[src/rtl/dring_ptr_bank.sv]
module dring_ptr_bank #(
  parameter int NUM_RINGS  = 4,
  parameter int PTR_W      = 16,
  parameter int RESET_SIZE = 2
) (
  input  logic                 clk,
  input  logic                 rst_n,
  input  logic                 hs_wr,
  input  logic [13:0]          hs_waddr,
  input  logic [31:0]          hs_wdata,
  output logic [31:0]          hs_rdata,
  input  logic [NUM_RINGS-1:0] dev_take,
  output logic [NUM_RINGS-1:0] ring_empty,
  output logic [NUM_RINGS-1:0] ring_full,
  output logic [NUM_RINGS-1:0] err_size,
  output logic [NUM_RINGS-1:0] err_head
);
  localparam int SZ_W = PTR_W + 1;
  localparam logic [SZ_W-1:0] RST_SZ = SZ_W'(RESET_SIZE);
  localparam logic [3:0] GRP_PAGE = 4'h1;
  localparam logic [2:0] W_BLO = 3'd0, W_BHI = 3'd1, W_SIZE = 3'd2, W_HEAD = 3'd3,
                         W_TAIL = 3'd4, W_CTRL = 3'd5, W_CRED = 3'd6;

  wire       grp = hs_waddr[13:10] == GRP_PAGE;
  wire [6:0] idx = hs_waddr[9:3];
  wire [2:0] off = hs_waddr[2:0];

  wire size_ok = (hs_wdata[31:SZ_W] == '0) && ($countones(hs_wdata) == 1) && !hs_wdata[0];

  logic [NUM_RINGS-1:0][31:0] rd_w;

  for (genvar r = 0; r < NUM_RINGS; r++) begin : g_ring
    logic [63:3]      base_q;
    logic [31:3]      stage_q;
    logic [SZ_W-1:0]  size_q;
    logic [PTR_W-1:0] head_q, tail_q;
    logic [31:0]      cred_q;
    logic             es_q, eh_q;

    wire sel = hs_wr & grp & (idx == 7'(r));
    wire [PTR_W-1:0] pmask = PTR_W'(size_q - SZ_W'(1));
    wire [PTR_W-1:0] hw    = hs_wdata[PTR_W-1:0];
    wire             h_fit = (hs_wdata[31:PTR_W] == '0) && ((hw & ~pmask) == '0);
    wire [PTR_W-1:0] adv   = (hw - head_q) & pmask;
    wire [PTR_W-1:0] free  = (tail_q - head_q - PTR_W'(1)) & pmask;
    wire             h_ok  = h_fit && (adv <= free);
    wire             empty = head_q == tail_q;
    wire             take  = dev_take[r] & ~empty;
    wire [PTR_W-1:0] tail_nx = (tail_q + PTR_W'(1)) & pmask;
    wire [32:0]      csum  = {1'b0, cred_q} + 33'(take);
    wire             csub  = sel && off == W_CRED;
    wire [31:0]      cred_nx = !csub ? csum[31:0] :
                               (csum > {1'b0, hs_wdata}) ? 32'(csum - {1'b0, hs_wdata}) : 32'd0;
    wire             clr   = sel && ((off == W_CTRL && hs_wdata[0]) || (off == W_SIZE && size_ok));

    always_ff @(posedge clk) begin
      if (!rst_n) begin
        base_q  <= '0;
        stage_q <= '0;
        size_q  <= RST_SZ;
        head_q  <= '0;
        tail_q  <= '0;
        cred_q  <= '0;
        es_q    <= 1'b0;
        eh_q    <= 1'b0;
      end else begin
        if (clr) begin
          head_q <= '0;
          tail_q <= '0;
          cred_q <= '0;
        end else begin
          if (take) tail_q <= tail_nx;
          cred_q <= cred_nx;
          if (sel && off == W_HEAD && h_ok) head_q <= hw;
        end
        if (sel && off == W_SIZE) begin
          if (size_ok) size_q <= hs_wdata[SZ_W-1:0];
          else es_q <= 1'b1;
        end
        if (sel && off == W_HEAD && !h_ok) eh_q <= 1'b1;
        if (sel && off == W_BLO) stage_q <= hs_wdata[31:3];
        if (sel && off == W_BHI) base_q <= {hs_wdata, stage_q};
      end
    end

    assign ring_empty[r] = empty;
    assign ring_full[r]  = ((head_q + PTR_W'(1)) & pmask) == tail_q;
    assign err_size[r]   = es_q;
    assign err_head[r]   = eh_q;

    assign rd_w[r] = (off == W_BLO)  ? {base_q[31:3], 3'b000} :
                     (off == W_BHI)  ? base_q[63:32] :
                     (off == W_SIZE) ? {{(32-SZ_W){1'b0}}, size_q} :
                     (off == W_HEAD) ? {{(32-PTR_W){1'b0}}, head_q} :
                     (off == W_TAIL) ? {{(32-PTR_W){1'b0}}, tail_q} :
                     (off == W_CRED) ? cred_q : 32'd0;
  end

  always_comb begin
    hs_rdata = '0;
    for (int r = 0; r < NUM_RINGS; r++)
      if (grp && idx == 7'(r)) hs_rdata = rd_w[r];
  end
endmodule


[config.mk]
export PLATFORM = sky130hd
export DESIGN_NAME = dring_ptr_bank
export DESIGN_NICKNAME = d
export VERILOG_FILES = /design/src/rtl/dring_ptr_bank.sv
export SDC_FILE = /design/constraint.sdc
export NUM_CORES = 2
export LEC_CHECK = 0
export BUFFER_PORTS_ARGS = -buffer_cell sky130_fd_sc_hd__clkbuf_2
export CORE_ASPECT_RATIO = 1.4
export CORE_MARGIN = 4
export CORE_UTILIZATION = 55
export CTS_BUF_LIST = sky130_fd_sc_hd__clkbuf_16
export CTS_CLUSTER_SIZE = 16
export DETAILED_ROUTE_END_ITERATION = 10
export HOLD_SLACK_MARGIN = 0.06
export PLACE_DENSITY = 0.8
export SLEW_MARGIN = 20
export SYNTH_ARGS = -nofsm -noshare
export SYNTH_HDL_FRONTEND = slang
export SYNTH_SLANG_ARGS = --single-unit
[constraint.sdc]
create_clock -name clk -period 22.6 [get_ports clk]
set_input_delay 5.65 -clock clk [delete_from_list [all_inputs] [get_ports clk]]
set_output_delay 5.65 -clock clk [all_outputs]
set_load 0.05 [all_outputs]
==> reports/summary.md <==
Classification of the worst setup path: in2out. In this run the mean area of a mapped cell was 7.63 sq um. The slew at the pin closest to its max-slew limit was 1.20 ns; the synthesized area was 51200 sq um. The final max-slew violation count is 0. Yosys mapped the design onto 82 distinct sky130hd cell types.

The floorplan step defined a die boundary enclosing 98000 sq um. In the synthesized netlist the dominant register cell turns out to be sky130_fd_sc_hd__dfxtp_1. The number of nets in the synthesized netlist is 7129. By area, the combinational part of the netlist is dominated by simple AND/OR/NAND/NOR gates. The logs give 0 for the final-report setup violation count and 5677 for the count of routing violations after the opening detailed-route iteration. The mux cell area share after synthesis was 4.28%; the via count of the first global-routing pass was 48600. The total iterations of the first detailed-routing run is 8, and the total buffers and inverters traversed by the critical path is 4.

The area growth from synthesis to layout is 7.36%. The clock sink count came out at 692. Among all stages on the critical path, the largest delay is contributed by sky130_fd_sc_hd__buf_4. TritonCTS built the clock tree. The leakage power is 20.5 nW, and the simple-gate share of the synthesized area is 23.1%.

Summed over all layers, the global routing overflow is 0. Counting flops with a built-in enable in the synthesized netlist gives 0. The routed design could run at a clock period as short as 15.56 ns. The run finished with clean final reports. Global routing consumed, over all layers together, 39.2% of the routing resources. Synthesis produced a netlist whose cell count is 6701.

The power per standard cell area was 52.4 nW/um^2. Total power for the finished layout comes to 2.88 mW. In this run the biggest area consumer among cell types represents 27.1% of the synthesized area. Entering global routing, the biggest net connects 125 pins. The initial antenna violation count is 10.

Data arrives at the worst endpoint at 9.91 ns. The via density per instance was 6.50; the top-level port count was 101. The deepest clock path buffer count came out at 3. Family with the most delay on the worst path: buffers and inverters. The finished layout holds 7825 standard cells, fillers aside. Sorting the synthesized cells by area gives the leading types as sky130_fd_sc_hd__dfxtp_1 (27%), sky130_fd_sc_hd__nand2_1 (9.4%), sky130_fd_sc_hd__ha_1 (8.3%), sky130_fd_sc_hd__a21boi_0 (6.3%), sky130_fd_sc_hd__xnor2_1 (5.8%).

Port buffering added 100 buffers. The delay contributed by the slowest stage of the critical path works out to 0.67 ns. The worst setup path is launched from a primary input. The clock reaches the later pin of the worst-skew pair after 0.65 ns. TritonCTS created 73 clock buffers. The synthesized netlist devotes 8.80% of its cell area to XOR and XNOR gates.

The maximum clock rate is 64.3 MHz. The floorplan has 132 rows. The routability-driven placement congestion ratio is 1.06.

The first global-routing pass estimated 297 mm of wire. Final clock skew: 0.0219 ns. The fraction of final layout cells sized beyond drive strength 1 is 6.17%. Headroom to the max-slew limit came out at 19.8%. The synthesized design contains 692 register bits. In the final routed layout, each cell accounts on average for 25.6 um. In this run the worst path has a maximum fanout of 55. The total number of nets in the final design is 6986.

The remaining routing DRC violations is 0. For the worst setup path, the data required time is 16.95 ns. The Yosys step of the flow raised 0 warnings. The core region is 92500 sq um.

The H-tree was split into 3 levels. VDD sags by at most 0.0696 mV. The run gives 55.3% as the effective utilization at floorplan.

The worst setup margin was 7.04 ns. The number of placed instances, taps included, is 7688. Setup repair after global routing left no endpoint under its margin. Of the synthesized area, sequential elements account for 27.1%.

For this block, the routed nets add up to 200 mm of wire. Across all layers, the routed design uses 50900 vias. In this design, the critical path's most frequently occurring cell is sky130_fd_sc_hd__buf_4. The floorplan step set the die width to 266 um.

The cell sitting at the root of the clock tree is a sky130_fd_sc_hd__clkbuf_16. After layout, the worst path uses 68.8% of the clock period. In this run the post-CTS setup repair buffer count came out at 0.

The area fraction in compound gates after synthesis was 22.3%; the clock-pin slew on the worst setup and hold paths was 0.06 ns. In the synthesized netlist the async set-or-reset flop fraction comes to 0%. The final hold slack is 0.462 ns, and the final total negative setup slack is 0 ns. The kind of path behind the tightest hold check was reg2reg. In this run, post-CTS repair resized a total of 0 instances. Hold repair after CTS inserted 0 buffers. Cell accounting for the most synthesized area: sky130_fd_sc_hd__dfxtp_1. Across the run, the number of max-cap violations was 0. The die extent in y was 369 um; the worst slack at placement was 7.28 ns. The count of endpoints failing hold in the final timing report is 0.

STA classifies the critical path endpoint as a primary output. Detailed placement ended at an HPWL of 148 mm. The post-synthesis share of cell area spent on full adders, half adders and majority gates is 9.70%. Traced cell by cell, the critical path runs through buf_4 > buf_4 > nand2b_2 > buf_4 > o32ai_1 > a221o_1 > o21ai_0 > nor2_1 > a21oi_1 > nor2_1 > a211oi_1 > a21oi_1 > clkbuf_2. The count of nets left with antenna violations once routing finished came out at 0.
-- cell usage after synthesis (113+ instances only) --
| library cell | instances |
|---|---|
| sky130_fd_sc_hd__o21ai_0 | 257 |
| sky130_fd_sc_hd__ha_1 | 339 |
| sky130_fd_sc_hd__nor2_1 | 438 |
| sky130_fd_sc_hd__nor3_1 | 121 |
| sky130_fd_sc_hd__nand2_1 | 1277 |
| sky130_fd_sc_hd__a21oi_1 | 354 |
| sky130_fd_sc_hd__inv_1 | 218 |
| sky130_fd_sc_hd__dfxtp_1 | 692 |
| sky130_fd_sc_hd__a21o_1 | 113 |
| sky130_fd_sc_hd__xor2_1 | 175 |
| sky130_fd_sc_hd__clkbuf_1 | 339 |
| sky130_fd_sc_hd__xnor2_1 | 339 |
| sky130_fd_sc_hd__a21boi_0 | 429 |
| sky130_fd_sc_hd__nand3_1 | 197 |
| sky130_fd_sc_hd__mux2i_1 | 183 |
-- through the flow --
stage	util (%)	cell area, sq um
after floorplan	-	51200
after global placement	56.6	52400
after detailed placement	56.6	52400
after CTS	59.4	54900
after global routing	59.4	54900
final	59.4	54900
-- final cells by class --
type | count | area, sq um
clock inverters | 57 | 694
diodes | 6 | 15.0
inverters | 219 | 822
fillers | 8436 | 37600
flip-flops and latches | 692 | 13900
well taps | 1206 | 1510
clock buffers | 73 | 1830
repair buffers | 179 | 1120
multi-input cells | 5393 | 35100
-- cells in the final DEF, fill, tap and decap left out, types with 21 or more instances in the layout --
cell                        instances
sky130_fd_sc_hd__a22o_1            22
sky130_fd_sc_hd__or4_1             26
sky130_fd_sc_hd__nor3_1           118
sky130_fd_sc_hd__a21o_1           113
sky130_fd_sc_hd__nand4_1          102
sky130_fd_sc_hd__a21boi_0         429
sky130_fd_sc_hd__mux2i_1          183
sky130_fd_sc_hd__a21oi_1          354
sky130_fd_sc_hd__o21ai_0          254
sky130_fd_sc_hd__o22ai_1           35
sky130_fd_sc_hd__xnor2_1          339
sky130_fd_sc_hd__and3_1            71
sky130_fd_sc_hd__clkbuf_16         73
sky130_fd_sc_hd__o21bai_1          25
sky130_fd_sc_hd__or3_1             51
sky130_fd_sc_hd__fa_1              36
sky130_fd_sc_hd__nand2_1         1277
sky130_fd_sc_hd__nand2b_1          81
sky130_fd_sc_hd__o211ai_1          21
sky130_fd_sc_hd__o21a_1            53
sky130_fd_sc_hd__nand3_1          191
sky130_fd_sc_hd__a221oi_1          50
sky130_fd_sc_hd__ha_1             339
sky130_fd_sc_hd__nor2b_1           60
sky130_fd_sc_hd__a31oi_1           32
sky130_fd_sc_hd__dfxtp_1          692
sky130_fd_sc_hd__a211oi_1          49
sky130_fd_sc_hd__nor3b_1           22
sky130_fd_sc_hd__a22oi_1          101
sky130_fd_sc_hd__nor4_1            38
sky130_fd_sc_hd__inv_1            226
sky130_fd_sc_hd__buf_4             79
sky130_fd_sc_hd__clkbuf_2          97
sky130_fd_sc_hd__xor2_1           175
sky130_fd_sc_hd__mux2_2            28
sky130_fd_sc_hd__nor2_1           426
-- sequential cells by signal (all words and copies together) (netlist names) --
| signal | count |
|---|---|
| g_ring.base_q | 244 |
| g_ring.es_q | 4 |
| g_ring.cred_q | 128 |
| g_ring.tail_q | 64 |
| g_ring.head_q | 64 |
| g_ring.size_q | 68 |
| g_ring.stage_q | 116 |
| g_ring.eh_q | 4 |
-- layer usage --
| layer | routed length (um) | global-route usage [%] |
|---|---|---|
| met3 | 17400 | 7.05 |
| met4 | 24500 | 36.8 |
| met5 | 24 | 0 |
| met2 | 88900 | 63.0 |
| met1 | 69600 | 43.4 |
-- worst paths after layout --
check / start / cells past startpoint / slack, ns / endpoint
setup reg to reg: g_ring[0].head_q[6] / 22 / 14.99 / g_ring[0].cred_q[27]
setup / recovery: hs_waddr[0] / 13 / 7.04 / hs_rdata[4]
hold reg to reg: g_ring[3].stage_q[27] / 2 / 0.46 / g_ring[3].stage_q[27]
hold / removal: g_ring[3].stage_q[27] / 2 / 0.46 / g_ring[3].stage_q[27]
-- cells by family (layout without fill, tap and decap cells) --
group / Yosys count / count (layout)
AOI/OAI and AO/OA: 1693 / 1693
xor gates and xnor gates: 514 / 514
adders and majority gates: 375 / 375
buffers and inverters: 616 / 528
DFF: 692 / 692
muxes: 213 / 213
other: 0 / 6
and+or+nand+nor: 2598 / 2598
-- worst register-to-register path, stage by stage, from the launching register on --
cell                       delay (ns)
sky130_fd_sc_hd__dfxtp_1         0.66
sky130_fd_sc_hd__inv_1           0.16
sky130_fd_sc_hd__ha_1            0.40
sky130_fd_sc_hd__nand4_1         0.14
sky130_fd_sc_hd__nor3_1          0.08
sky130_fd_sc_hd__and3_1          0.20
sky130_fd_sc_hd__nand2b_1        0.40
sky130_fd_sc_hd__inv_1           0.71
sky130_fd_sc_hd__ha_1            0.35
sky130_fd_sc_hd__ha_1            0.22
sky130_fd_sc_hd__nand4_1         0.19
sky130_fd_sc_hd__nor2_1          0.71
sky130_fd_sc_hd__nand3_1         0.19
sky130_fd_sc_hd__xnor2_1         0.21
sky130_fd_sc_hd__ha_1            0.41
sky130_fd_sc_hd__nand4_1         0.24
sky130_fd_sc_hd__or4_1           0.55
sky130_fd_sc_hd__a21oi_1         0.20
sky130_fd_sc_hd__o21ai_0         0.16
sky130_fd_sc_hd__a21oi_1         0.27
sky130_fd_sc_hd__a41o_2          0.66
sky130_fd_sc_hd__o21ai_0         0.24
sky130_fd_sc_hd__a21oi_1         0.18
-- report_power, final --
group / switching [mW] / internal (mW)
logic: 0.239 / 0.124
clock network: 0.558 / 0.737
registers: 0.00000769 / 1.22
total: 0.797 / 2.08
Power figures use the tool's default switching activity.
